`config.mk`:
```
export PLATFORM = sky130hd
export DESIGN_NAME = evt_edge_unit
export DESIGN_NICKNAME = d
export VERILOG_FILES = /design/src/rtl/evt_edge_pkg.sv /design/src/rtl/evt_cfg_bank.sv /design/src/rtl/evt_lane_det.sv /design/src/rtl/evt_trig_match.sv /design/src/rtl/evt_edge_unit.sv
export SDC_FILE = /design/constraint.sdc
export NUM_CORES = 1
export LEC_CHECK = 0
export BUFFER_PORTS_ARGS = -buffer_cell sky130_fd_sc_hd__buf_2
export CAP_MARGIN = 30
export CELL_PAD_IN_SITES_DETAIL_PLACEMENT = 2
export CELL_PAD_IN_SITES_GLOBAL_PLACEMENT = 2
export CORE_ASPECT_RATIO = 1.4
export CORE_MARGIN = 10
export CORE_UTILIZATION = 39
export DETAILED_ROUTE_END_ITERATION = 7
export PLACE_DENSITY_LB_ADDON = 0.1
export SYNTH_ARGS = -nofsm -noshare
export SYNTH_HDL_FRONTEND = slang
export SYNTH_HIERARCHICAL = 1
export SYNTH_SLANG_ARGS = --single-unit
```
`constraint.sdc`:
```
create_clock -name clk -period 2.4 [get_ports clk]
set_input_delay 0.24 -clock clk [delete_from_list [all_inputs] [get_ports clk]]
set_output_delay 0.24 -clock clk [all_outputs]
set_load 0.005 [all_outputs]
```
`src/rtl/evt_edge_pkg.sv`:
```
package evt_edge_pkg;

   localparam int MAX_LANES = 256;
   localparam int CFG_W     = 32;
   localparam int PTR_W     = 9;

   typedef enum logic [1:0] {
      EDGE_RISE = 2'b00,
      EDGE_FALL = 2'b01,
      EDGE_BOTH = 2'b10,
      EDGE_NONE = 2'b11
   } edge_kind_e;

   typedef enum logic [2:0] {
      OP_PTR  = 3'd0,
      OP_KIND = 3'd1,
      OP_EN   = 3'd2,
      OP_TPAT = 3'd3,
      OP_TMSK = 3'd4
   } cfg_op_e;

   // one-lane classification of a previous/current sample pair
   function automatic logic edge_hit(edge_kind_e kind, logic prv, logic cur);
      logic r;
      case (kind)
         EDGE_RISE: r = ~prv & cur;
         EDGE_FALL: r = prv & ~cur;
         EDGE_BOTH: r = prv ^ cur;
         default:   r = 1'b0;
      endcase
      return r;
   endfunction

endpackage

```
`src/rtl/evt_cfg_bank.sv`:
```
module evt_cfg_bank
   import evt_edge_pkg::*;
#(
   parameter int LANES  = 64,
   parameter int TRIG_W = 32
) (
   input  logic                       clk,
   input  logic                       rst_n,
   input  logic                       cfg_we_i,
   input  logic [2:0]                 cfg_op_i,
   input  logic [CFG_W-1:0]           cfg_data_i,
   output logic [LANES-1:0][1:0]      kind_o,
   output logic [LANES-1:0]           en_o,
   output logic [TRIG_W-1:0]          tpat_o,
   output logic [TRIG_W-1:0]          tmsk_o
);

   logic [PTR_W-1:0] ptr_q;
   logic             wr_kind, wr_en;

   assign wr_kind = cfg_we_i && (cfg_op_i == OP_KIND);
   assign wr_en   = cfg_we_i && (cfg_op_i == OP_EN);

   always_ff @(posedge clk or negedge rst_n) begin
      if (!rst_n) begin
         ptr_q <= '0;
      end else if (cfg_we_i && cfg_op_i == OP_PTR) begin
         ptr_q <= cfg_data_i[PTR_W-1:0];
      end
   end

   for (genvar g = 0; g < LANES; g++) begin : g_lane
      localparam logic [PTR_W-1:0] LANE_ID = PTR_W'(g);
      always_ff @(posedge clk or negedge rst_n) begin
         if (!rst_n) begin
            kind_o[g] <= EDGE_RISE;
            en_o[g]   <= 1'b0;
         end else if (ptr_q == LANE_ID) begin
            if (wr_kind) kind_o[g] <= cfg_data_i[1:0];
            if (wr_en)   en_o[g]   <= cfg_data_i[0];
         end
      end
   end

   always_ff @(posedge clk or negedge rst_n) begin
      if (!rst_n) begin
         tpat_o <= '0;
         tmsk_o <= '0;
      end else if (cfg_we_i) begin
         if (cfg_op_i == OP_TPAT) tpat_o <= cfg_data_i[TRIG_W-1:0];
         if (cfg_op_i == OP_TMSK) tmsk_o <= cfg_data_i[TRIG_W-1:0];
      end
   end

   // pointer holds between pointer writes
   a_r9_ptr_hold: assert property (@(posedge clk) disable iff (!rst_n)
      !(cfg_we_i && cfg_op_i == OP_PTR) |=> $stable(ptr_q));

   // a pointer beyond the lane range reaches no lane
   a_r10_far_ptr: assert property (@(posedge clk) disable iff (!rst_n)
      (32'(ptr_q) >= LANES) |=> ($stable(kind_o) && $stable(en_o)));

   // lane settings move only on a write
   a_r9_no_write_stable: assert property (@(posedge clk) disable iff (!rst_n)
      !cfg_we_i |=> ($stable(kind_o) && $stable(en_o) && $stable(tmsk_o)));

endmodule

```
`src/rtl/evt_lane_det.sv`:
```
module evt_lane_det
   import evt_edge_pkg::*;
#(
   parameter int LANES = 64
) (
   input  logic                  clk,
   input  logic                  rst_n,
   input  logic [LANES-1:0]      evt_i,
   input  logic [LANES-1:0][1:0] kind_i,
   input  logic [LANES-1:0]      en_i,
   output logic [LANES-1:0]      edge_o
);

   logic [LANES-1:0] prev_q;
   logic [LANES-1:0] hit;
   logic             primed_q;

   for (genvar g = 0; g < LANES; g++) begin : g_cls
      always_comb begin
         hit[g] = en_i[g] & edge_hit(edge_kind_e'(kind_i[g]), prev_q[g], evt_i[g]);
      end

      // reserved kind never reports
      a_r5_reserved_quiet: assert property (@(posedge clk) disable iff (!rst_n)
         edge_o[g] |-> ($past(kind_i[g]) != 2'b11));

      // disabled lane never reports
      a_r6_disabled_quiet: assert property (@(posedge clk) disable iff (!rst_n)
         edge_o[g] |-> $past(en_i[g]));

      // a report needs a change of the input between the two samples
      a_r7_needs_change: assert property (@(posedge clk) disable iff (!rst_n)
         edge_o[g] |-> ($past(evt_i[g]) != $past(prev_q[g])));
   end

   always_ff @(posedge clk or negedge rst_n) begin
      if (!rst_n) begin
         prev_q   <= '0;
         primed_q <= 1'b0;
         edge_o   <= '0;
      end else begin
         prev_q   <= evt_i;
         primed_q <= 1'b1;
         edge_o   <= primed_q ? hit : '0;
      end
   end

   // capture edge after reset produces no report
   a_r8_capture_quiet: assert property (@(posedge clk) disable iff (!rst_n)
      !primed_q |=> (edge_o == '0));

endmodule

```
`src/rtl/evt_trig_match.sv`:
```
module evt_trig_match #(
   parameter int TRIG_W = 32
) (
   input  logic              clk,
   input  logic              rst_n,
   input  logic [TRIG_W-1:0] view_i,
   input  logic [TRIG_W-1:0] tpat_i,
   input  logic [TRIG_W-1:0] tmsk_i,
   output logic              trig_o
);

   logic match;

   assign match = (|tmsk_i) && (((view_i ^ tpat_i) & tmsk_i) == '0);

   always_ff @(posedge clk or negedge rst_n) begin
      if (!rst_n) trig_o <= 1'b0;
      else        trig_o <= match;
   end

   // an empty compare set never triggers
   a_r12_empty_mask: assert property (@(posedge clk) disable iff (!rst_n)
      trig_o |-> ($past(tmsk_i) != '0));

endmodule

```
`src/rtl/evt_edge_unit.sv`:
```
module evt_edge_unit
   import evt_edge_pkg::*;
#(
   parameter int LANES  = 64,
   parameter int TRIG_W = 32
) (
   input  logic             clk,
   input  logic             rst_n,
   input  logic [LANES-1:0] evt_i,
   input  logic             cfg_we_i,
   input  logic [2:0]       cfg_op_i,
   input  logic [31:0]      cfg_data_i,
   output logic [LANES-1:0] edge_o,
   output logic             trig_o
);

   if (LANES < 1 || LANES > MAX_LANES) begin : g_bad_lanes
      $error("evt_edge_unit: LANES out of range 1..%0d", MAX_LANES);
   end
   if (TRIG_W < 1 || TRIG_W > CFG_W) begin : g_bad_trig
      $error("evt_edge_unit: TRIG_W out of range 1..%0d", CFG_W);
   end

   logic [LANES-1:0][1:0] kind;
   logic [LANES-1:0]      en;
   logic [TRIG_W-1:0]     tpat, tmsk, view;

   // trigger view: slice when wide enough, zero-extend otherwise
   if (LANES >= TRIG_W) begin : g_view_slice
      assign view = evt_i[TRIG_W-1:0];
   end else begin : g_view_pad
      assign view = {{(TRIG_W-LANES){1'b0}}, evt_i};
   end

   evt_cfg_bank #(.LANES(LANES), .TRIG_W(TRIG_W)) u_cfg (
      .clk        (clk),
      .rst_n      (rst_n),
      .cfg_we_i   (cfg_we_i),
      .cfg_op_i   (cfg_op_i),
      .cfg_data_i (cfg_data_i),
      .kind_o     (kind),
      .en_o       (en),
      .tpat_o     (tpat),
      .tmsk_o     (tmsk)
   );

   evt_lane_det #(.LANES(LANES)) u_det (
      .clk    (clk),
      .rst_n  (rst_n),
      .evt_i  (evt_i),
      .kind_i (kind),
      .en_i   (en),
      .edge_o (edge_o)
   );

   evt_trig_match #(.TRIG_W(TRIG_W)) u_trig (
      .clk    (clk),
      .rst_n  (rst_n),
      .view_i (view),
      .tpat_i (tpat),
      .tmsk_i (tmsk),
      .trig_o (trig_o)
   );

endmodule

```
**After elaboration in Yosys (flattened, before gate mapping)**

Cells that the tools add are included.

- Memories: 0
- Memory bits (writable): 0
- Output and inout port bits: 65
- Latch bits: 0
- Flip-flop bits (word level): 395
- ROM bits: 0
- Logic and storage cells: 983
- Bits of input ports: 102

- Shift operators: 0
- Multiplexer cells: 65
- $lt $le $gt $ge: 0
- Reduce and logical (&&, ||, !) cells: 202
- $mul: 0
- $add $sub $neg: 0
- Bitwise logic cells: 386
- Divide/modulo/power cells: 0
- Equality and inequality tests: 195

Operators by type and width:

| kind | number |
|---|---|
| 9-bit by 6-bit equality test with 1-bit output, second input constant | 32 |
| 2-bit AND reduction | 130 |
| 1-bit AND | 192 |
| 1-bit one-hot mux with 3 select lines | 64 |
| 9-bit by 5-bit equality test with 1-bit output, second input constant | 16 |
| 2-bit by 1-bit equality test with 1-bit output, second input constant | 64 |
| 2-bit equality test, second input constant | 64 |
| 2-bit logical NOT | 64 |
| 1-bit inverter | 128 |
| 9-bit by 4-bit equality test with 1-bit output, second input constant | 8 |
| 64-bit 2-to-1 mux | 1 |
| 1-bit XOR | 64 |
| 9-bit by 3-bit equality test with 1-bit output, second input constant | 4 |
| 32-bit AND | 1 |
| 32-bit logical NOT | 1 |
| 32-bit OR reduction | 1 |
| 32-bit XOR | 1 |
| 9-bit by 2-bit equality test with 1-bit output, second input constant | 2 |
| 9-bit by 1-bit equality test with 1-bit output, second input constant | 1 |
| 9-bit logical NOT | 1 |
| 3-bit by 2-bit equality test with 1-bit output, second input constant | 2 |
| 1-bit logical AND | 4 |
| 3-bit by 1-bit equality test with 1-bit output, second input constant | 1 |
| 3-bit equality test, second input constant | 1 |
| 3-bit logical NOT | 1 |

**Longest topological paths before layout**

Gate-level depths: netlist of run 1.

- Word-level depth: 5
- Gate-level depth with buffers: 6
- Gate-level depth less buffers: 5

**Cells and area by module**

Netlist of run 1, hierarchy kept.

By module, submodules not included:

| module | area each (µm²) | cells an instance | seq. area each (µm²) | times used |
|---|---|---|---|---|
| evt_cfg_bank | 11,686.2 | 774 | 6,631.4 | 1 |
| evt_lane_det | 7,549.7 | 712 | 3,228.1 | 1 |
| evt_trig_match | 551.8 | 63 | 25.0 | 1 |

**Least setup slack after synthesis of run 1**

OpenSTA, ideal clock, no wires.

- Kind: register to register
- Start point: reg u_cfg.ptr_q[7]
- End point: reg u_cfg.en_o[51]
- Slack: 525 ps
- Arrival: 1,751 ps
- Buffers on the path: 2
- Stages on the path, launching flop included: 6
- Setup time: 125 ps
- Clock period less this slack: 1,875 ps
- Required time: 2,275 ps
- Cells stage by stage: dfrtp_1 or3_4 buf_12 buf_12 nor4b_4 mux2_2

- Word-level cells in the longest chain between the ends: 2

Ends and longest elaborated chain:

| item | line | RTL |
|---|---|---|
| start: declaration | evt_cfg_bank.sv:18 | `logic [PTR_W-1:0] ptr_q;` |
| start signal: assignment | evt_cfg_bank.sv:28 | `ptr_q <= cfg_data_i[PTR_W-1:0];` |
| 9-bit by 6-bit equality test with 1-bit output | evt_cfg_bank.sv:38 | `end else if (ptr_q == LANE_ID) begin` |
| 2-bit AND reduction (no source line) | n/a |  |
| end signal: indexed assignment | evt_cfg_bank.sv:40 | `if (wr_en) en_o[g] <= cfg_data_i[0];` |
| end: declaration | evt_cfg_bank.sv:13 | `output logic [LANES-1:0] en_o,` |

Every way passes these cells.
A chain may end at the register's enable or synchronous reset.

**Worst setup path after layout of run 1**

- Start point: reg u_cfg.ptr_q[2]
- End point: reg u_cfg/kind_o[110] in the netlist's numbering

- Word-level cells in the longest chain between the ends: 2

Ends and longest elaborated chain:

| item | line | RTL |
|---|---|---|
| 9-bit by 6-bit equality test with 1-bit output | evt_cfg_bank.sv:38 |  |
| 2-bit AND reduction (no source line) | n/a |  |
| end signal: indexed assignment | evt_cfg_bank.sv:39 | `if (wr_kind) kind_o[g] <= cfg_data_i[1:0];` |
| end: declaration | evt_cfg_bank.sv:12 | `output logic [LANES-1:0][1:0] kind_o,` |

Every way passes these cells.

==> results of run 1 <==
[cells by family after synthesis]
| kind of cell | share of synthesized area |
|---|---|
| compound gates | 0.0608 |
| xor+xnor | 0.0142 |
| fa+ha+maj | 0.0809 |
| buf+inv | 0.0722 |
| flops | 0.500 |
| mux | 0.183 |
| other cells | 0.000190 |
| simple gates | 0.0890 |
[worst max-delay path, cell delays in order, from the launching register on]
cell     delay, ns
dfrtp_1       0.74
and4b_2       0.64
nor4b_4       0.34
mux2_2        0.38
[per-layer routing]
metal,up-vias,track usage,share of wire
li1,5937,-,-
met1,6880,0.241,0.42
met2,223,0.365,0.52
met3,75,0.0291,0.034
met4,0,0.0633,0.030
met5,-,0,0
[cell usage after synthesis, drive strengths merged, types with 2 or more instances]
library cell,instances
and4bb,9
o2111a,63
mux2i,64
ha,128
and4b,4
nor2,2
dfrtp,395
buf,49
a221oi,6
nand2,4
nor2b,2
a22o,6
o21ai,63
clkbuf,39
nand4bb,5
nand4,100
nor4b,31
mux2,265
a22oi,4
xor2,32
nor4,11
inv,254
nor3,3
[per-stage QoR]
stage               std cells  hold WS, ns
finish                   2477       0.0160
global route             2477       0.0154
CTS                      2477      0.00274
detailed placement       2314        0.216
global placement         2314        0.211
floorplan                1549      -0.0556
[state kept, by name, summed over array words and instances, names as in the netlist]
register        flops
u_det/edge_o       64
u_trig/trig_o       1
u_det/primed_q      1
u_cfg/tmsk_o       32
u_cfg/ptr_q         9
u_det/prev_q       64
u_cfg/kind_o      128
u_cfg/tpat_o       32
u_cfg/en_o         64
[power by group through the flow]
stage / Combinational, mW / Clock, mW / Sequential (mW)
final: 2.32 / 6.51 / 7.52
after detailed placement: 2.20 / 0 / 7.63
after global routing: 2.53 / 7.00 / 7.57
after floorplan: 1.40 / 0 / 7.41
after CTS: 2.34 / 6.74 / 7.51
after global placement: 2.11 / 0 / 7.59
[cell type report]
| class | count | area [sq um] |
|---|---|---|
| Fill cell | 4893 | 26400 |
| Sequential cell | 395 | 9890 |
| Multi-Input combinational cell | 812 | 8530 |
| Timing Repair Buffer | 299 | 2230 |
| Clock buffer | 68 | 1320 |
| Inverter | 254 | 953 |
| Tap cell | 643 | 805 |
| Clock inverter | 6 | 32.5 |
[repair_timing]
item / CTS / global route
pin swaps: 0 / 0
endpoints found under the setup margin: 2 / 1
hold buffers: 89 / 0
hold endpoints to repair: 156 / 0
gates resized for setup: 1 / 1
[final timing paths]
kind | from | end | slack [ns] | depth (start not counted)
max | u_cfg/ptr_q[2] | u_cfg/kind_o[110] | 0.18 | 3
min | cfg_data_i[6] | u_cfg/tmsk_o[6] | 0.02 | 2
max reg2reg | u_cfg/ptr_q[2] | u_cfg/kind_o[110] | 0.18 | 3
min reg2reg | u_cfg/en_o[31] | u_cfg/en_o[31] | 0.51 | 1
max in group asynchronous | rst_n | u_cfg/en_o[63] | 1.31 | 3
min in group asynchronous | rst_n | u_cfg/tpat_o[30] | 0.21 | 2
==> summary.txt, run 1 <==
Synth
  – Top post-synthesis cells by area: dfrtp_1, mux2_2, ha_1, inv_1, o2111a_1
  – Seq cells post-synth: 395
  – Post-Syn Instances: 1549
  – Post-synth EDFFs: 0
  – Top cell type's share of synthesized area: 0.500
  – Post-synthesis cell type count: 45
  – Seq/Total Area, Yosys: 0.500
  – Syn_area_per_cell: around 13 sq um
  – Syn Nets: 1779
  – Top FF cell, synth: dfrtp_1
  – Mapped cell area: 19800 sq um
  – Fraction of registers with async set/reset: 1.00
  – Yosys top cell by area: dfrtp_1
  – Yosys warns: 6

GRT
  – GRT overflow: 0
  – Vias in the first global route: 15300
  – Largest net degree at the start of global routing: 132
  – Total Routing Usage GR: 0.202
  – Initial antenna violation count: 1
  – First-pass GRT wire length: 94000 um

STA
  – Setup WS post-layout: about 0.18 ns
  – Share of the cycle needed by the critical path after routing: 0.924
  – Slew margin rel.: 0.436
  – # setup viols final: 0
  – Setup_tns: 0 ns
  – Achievable frequency: 0.451 GHz
  – Worst Max-Slew Pin Slew: around 0.85 ns
  – RSZ-0062 raised after global routing: false
  – Skew final: between 0.01 and 0.015 ns
  – Slew Viols, Final: 0
  – Final min period: between 2 and 2.5 ns
  – Final hold viol count: 0

Placement
  – Post-detail-place hpwl: 41200 um
  – Cell Area, Placed: 21500 sq um
  – Placer congestion estimate: 0.762
  – IO buf count: 166
  – Place WS: 0.0333 ns

Power and ir drop
  – Int Pwr: 11.8 mW
  – Max IR drop VDD: 0.000539 V
  – Switch share: 0.280
  – Leak Pwr: between 10 and 15 nW
  – Total power: 16.3 mW
  – Gate power share: 0.142
  – Share of total power in the clock network: 0.398
  – Sequential power share: 0.460
  – Net switching power: 4.57 mW
  – PD cells: roughly 700 nW/um^2

CTS
  – TritonCTS clock tree: done
  – Clock Latency Late Sink: 0.56 ns
  – Worst-case clock buffer depth: 3
  – CTS Sinks: ~400
  – Setup bufs post-CTS: 0
  – Cts bufs inserted: between 40 and 50
  – H-tree depth: 2
  – Clock slew seen by the registers of the worst setup and hold paths: about 0.060 ns
  – Root buffer cell: clkbuf_16

Floorplanning
  – Rows: 97
  – Die width: approximately 210 um
  – DIE AREA: around 60000 sq um
  – Initial Utilization: 0.395
  – Core footprint: 50100 sq um
  – # IOs: ~170
  – Die extent in y: roughly 290 um

Worst setup path
  – Crit end category: register
  – Worst-path maximum fanout: 18
  – Crit Path Class: register to register
  – WP data required: 2.83 ns
  – CP startpoint kind: register
  – Arrival time worst endpoint: approximately 2.7 ns

Cells and area
  – Most frequent cells in the layout: dfrtp_1, mux2_2, inv_1, buf_2, ha_1
  – Share of cells above drive strength 1: 0.322
  – Most common cell after layout, fill and taps aside: dfrtp_1
  – Nets: 2036
  – Antenna cells: 0
  – Fin util: 0.474
  – Finished Cell Area: roughly 24000 sq um
  – P&R area growth vs syn: 20.0%

Route
  – Post-route ant nets: 0
  – Initial DRC Count: 552
  – 1st-pass router iterations: 6
  – DRC Markers: 0
  – Via density: 5.29
  – WL per Instance: roughly 24 um
  – Routed WL: 60500 um
  – Vias post-DR: 13100

Min path
  – HP Class: input port to register

Flow run
  – Max_cap viols: 0

Status
  – Status: complete, no violations
Power figures use the tool's default switching activity.
==> inputs of run 2 (changes only) <==
--- a/config.mk
+++ b/config.mk
@@ -5,16 +5,16 @@
 export SDC_FILE = /design/constraint.sdc
 export NUM_CORES = 1
 export LEC_CHECK = 0
+export ABC_AREA = 1
 export BUFFER_PORTS_ARGS = -buffer_cell sky130_fd_sc_hd__buf_2
 export CAP_MARGIN = 30
 export CELL_PAD_IN_SITES_DETAIL_PLACEMENT = 2
 export CELL_PAD_IN_SITES_GLOBAL_PLACEMENT = 2
 export CORE_ASPECT_RATIO = 1.4
 export CORE_MARGIN = 10
-export CORE_UTILIZATION = 39
+export CORE_UTILIZATION = 37
 export DETAILED_ROUTE_END_ITERATION = 7
 export PLACE_DENSITY_LB_ADDON = 0.1
 export SYNTH_ARGS = -nofsm -noshare
 export SYNTH_HDL_FRONTEND = slang
-export SYNTH_HIERARCHICAL = 1
 export SYNTH_SLANG_ARGS = --single-unit
==> run 2 against run 1 <==
Hold slack better by 0.040 ns. Global-route usage up 1.2 points. Via count rose by 18%. Core utilization shrank 1.5 points. Die area fell by 2.2%. Synthesized cell count up 31%. Synthesized area shrank 7.4%. Clock-buffer cell count fell by 2. Routed wire length up 4.5%.
==> summary.txt, run 2 <==
GRT
  – GRT overflow: 0
  – Initial antenna violation count: 2
  – First-pass GRT wire length: 101000 um
  – Total Routing Usage GR: 0.213
  – Largest net degree at the start of global routing: ~70
  – Vias in the first global route: roughly 18000

Worst setup path
  – Reg2reg path depth: 4
  – Reg2reg start: u_cfg.ptr_q[8]
  – CP startpoint kind: register
  – Worst path cell trace: nor3_2 > nand3_1 > nand2_1 > o21ai_0
  – Worst path max stage delay: ~0.86 ns
  – Reg2reg end: u_cfg.kind_o[19]
  – Crit Path Class: register to register
  – Crit end category: register
  – Worst-path maximum fanout: 18
  – Flop-to-flop setup slack: 0.18 ns
  – WP data required: 2.82 ns
  – CP max stage cell: nor3_2
  – Arrival time worst endpoint: 2.64 ns

Synth
  – Fraction of registers with async set/reset: 1.00
  – Yosys warns: 0
  – Post-synthesis cell type count: 27
  – Top post-synthesis cells by area: dfrtp_1, nand2_1, ha_1, o21ai_0, inv_1
  – Seq/Total Area, Yosys: 0.540
  – Count leader, synth: nand2_1
  – Simple-gate share of the synthesized area: 0.202
  – Yosys top cell by area: dfrtp_1
  – Post-Syn Instances: 2029
  – Post-synth EDFFs: 0
  – Seq cells post-synth: 395
  – Mapped cell area: 18300 sq um
  – Top cell type's share of synthesized area: 0.540
  – Top FF cell, synth: dfrtp_1
  – Syn Nets: 2259
  – Post-synthesis mux area share: 0
  – Synthesized-area fraction occupied by adder cells: 0.0874
  – Compound-Gate Fraction of Synth Area: 0.100
  – Syn_area_per_cell: 9.03 sq um
  – Most frequent cells after synthesis: nand2_1, dfrtp_1, inv_1, o21ai_0, nand3_1
  – Xor and xnor area share after synthesis: 0.000956
  – Largest family of logic cells by synthesized area: simple AND/OR/NAND/NOR gates

CTS
  – Clock slew seen by the registers of the worst setup and hold paths: 0.06 ns
  – CTS Sinks: 395
  – H-tree depth: 2
  – Clock Latency Late Sink: ~0.55 ns
  – Cts bufs inserted: 43
  – Root buffer cell: clkbuf_16
  – Worst-case clock buffer depth: 3
  – TritonCTS clock tree: done

STA
  – Slew Viols, Final: 0
  – Share of the cycle needed by the critical path after routing: 0.925
  – # setup viols final: 0
  – Final min period: about 2.2 ns
  – Setup WS post-layout: 0.179 ns
  – Skew final: 0.00987 ns
  – Worst hold margin: 0.0555 ns
  – RSZ-0062 raised after global routing: false
  – Setup_tns: 0 ns
  – Slew margin rel.: 0.414
  – Final hold viol count: 0
  – Worst Max-Slew Pin Slew: 0.874 ns
  – Achievable frequency: around 0.45 GHz

Cells and area
  – Fillcell total: 5329
  – Finished Cell Area: about 22000 sq um
  – Max reg flops: 128
  – Fin util: 0.458
  – Most frequent cells in the layout: nand2_1, dfrtp_1, inv_1, o21ai_0, nand3_1
  – Nets: 2539
  – P&R area growth vs syn: 22.7%
  – Share of cells above drive strength 1: 0.132
  – Top reg by flops: u_cfg.kind_o
  – Antenna cells: 0
  – Most common cell after layout, fill and taps aside: nand2_1
  – Post-Layout Cell Count: 2974

Power and ir drop
  – Leak Pwr: 10.8 nW
  – PD cells: 713 nW/um^2
  – Total power: 16.0 mW
  – Max IR drop VDD: 0.000483 V

Flow run
  – Max_cap viols: 0

Placement
  – Place WS: 0.254 ns
  – Cell Area, Placed: 20200 sq um
  – Placer congestion estimate: 0.817
  – IO buf count: ~170
  – Placed cells: 2813
  – Post-detail-place hpwl: approximately 45000 um

Route
  – WL met1: 26100 um
  – Routed WL: 63200 um
  – WL per Instance: 21.3 um
  – Vias post-DR: 15500
  – DRC Markers: 0
  – WL met2: 33300 um
  – 1st-pass router iterations: 5
  – Initial DRC Count: 649
  – DR WL met3: 1930 um
  – Uppermost layer routed: met4
  – Post-route ant nets: 0
  – Via density: approximately 5.2

Min path
  – WHS Path Cells: 3
  – Worst hold start: cfg_data_i[4]
  – HP Class: input port to register
  – WHS Endpoint: u_cfg.tpat_o[4]

Floorplanning
  – Rows: 96
  – Die extent in y: roughly 280 um
  – Core footprint: 49000 sq um
  – DIE AREA: 58900 sq um
  – Die width: 208 um
  – Initial Utilization: 0.374
  – # IOs: 167

Status
  – Status: complete, no violations
## run 2: metal layers
metal,global-route usage,vias up
li1,-,7209
met1,0.248,7998
met2,0.395,215
met3,0.0282,94
met4,0.0672,0
met5,0,-
## run 2: logic make-up after synthesis
family,Yosys count
AND/OR/NAND/NOR,840
flip-flops,395
AO/OA/AOI/OAI,334
buffers and inverters,329
adder cells (fa/ha/maj),128
XOR/XNOR,2
other,1
## run 2: worst max-delay path by stage
stage               slack (ns)  cells after the start      startpoint           endpoint
floorplan                 1.00                      6  u_cfg.ptr_q[1]   u_cfg.kind_o[11]
global placement          0.35                      4  u_cfg.ptr_q[8]   u_cfg.kind_o[89]
detailed placement        0.25                      4  u_cfg.ptr_q[8]   u_cfg.kind_o[19]
CTS                       0.24                      4  u_cfg.ptr_q[8]  u_cfg.kind_o[121]
global route              0.09                      4  u_cfg.ptr_q[8]  u_cfg.kind_o[121]
finish                    0.18                      4  u_cfg.ptr_q[8]   u_cfg.kind_o[19]
## run 2: area by class of cell
| cell class | count | area (sq um) | share of cell area |
|---|---|---|---|
| sequential | 395 | 9890 | 0.440 |
| inverter | 260 | 977 | 0.0435 |
| timing repair buffer | 304 | 2270 | 0.101 |
| tap | 637 | 797 | 0.0355 |
| clock buffer | 66 | 1310 | 0.0581 |
| clock inverter | 7 | 60.1 | 0.00267 |
| multi-input combinational | 1305 | 7170 | 0.319 |
## run 2: where the power goes
group	switching (mW)	total, mW	internal, mW
clock network	2.77	6.59	3.82
registers	0.356	7.40	7.05
logic	1.33	2.02	0.690
## run 2: timing repair
action | CTS | global route
hold buffers | 88 | 0
resized for setup | 0 | 0
hold endpoints to repair | 164 | 0
setup buffers | 0 | 0
## run 2: worst max-delay path, delay by kind of cell, from the launching register on
family          cells  cell delay, ns
flops               1            0.69
compound gates      1            0.09
simple gates        3            1.29
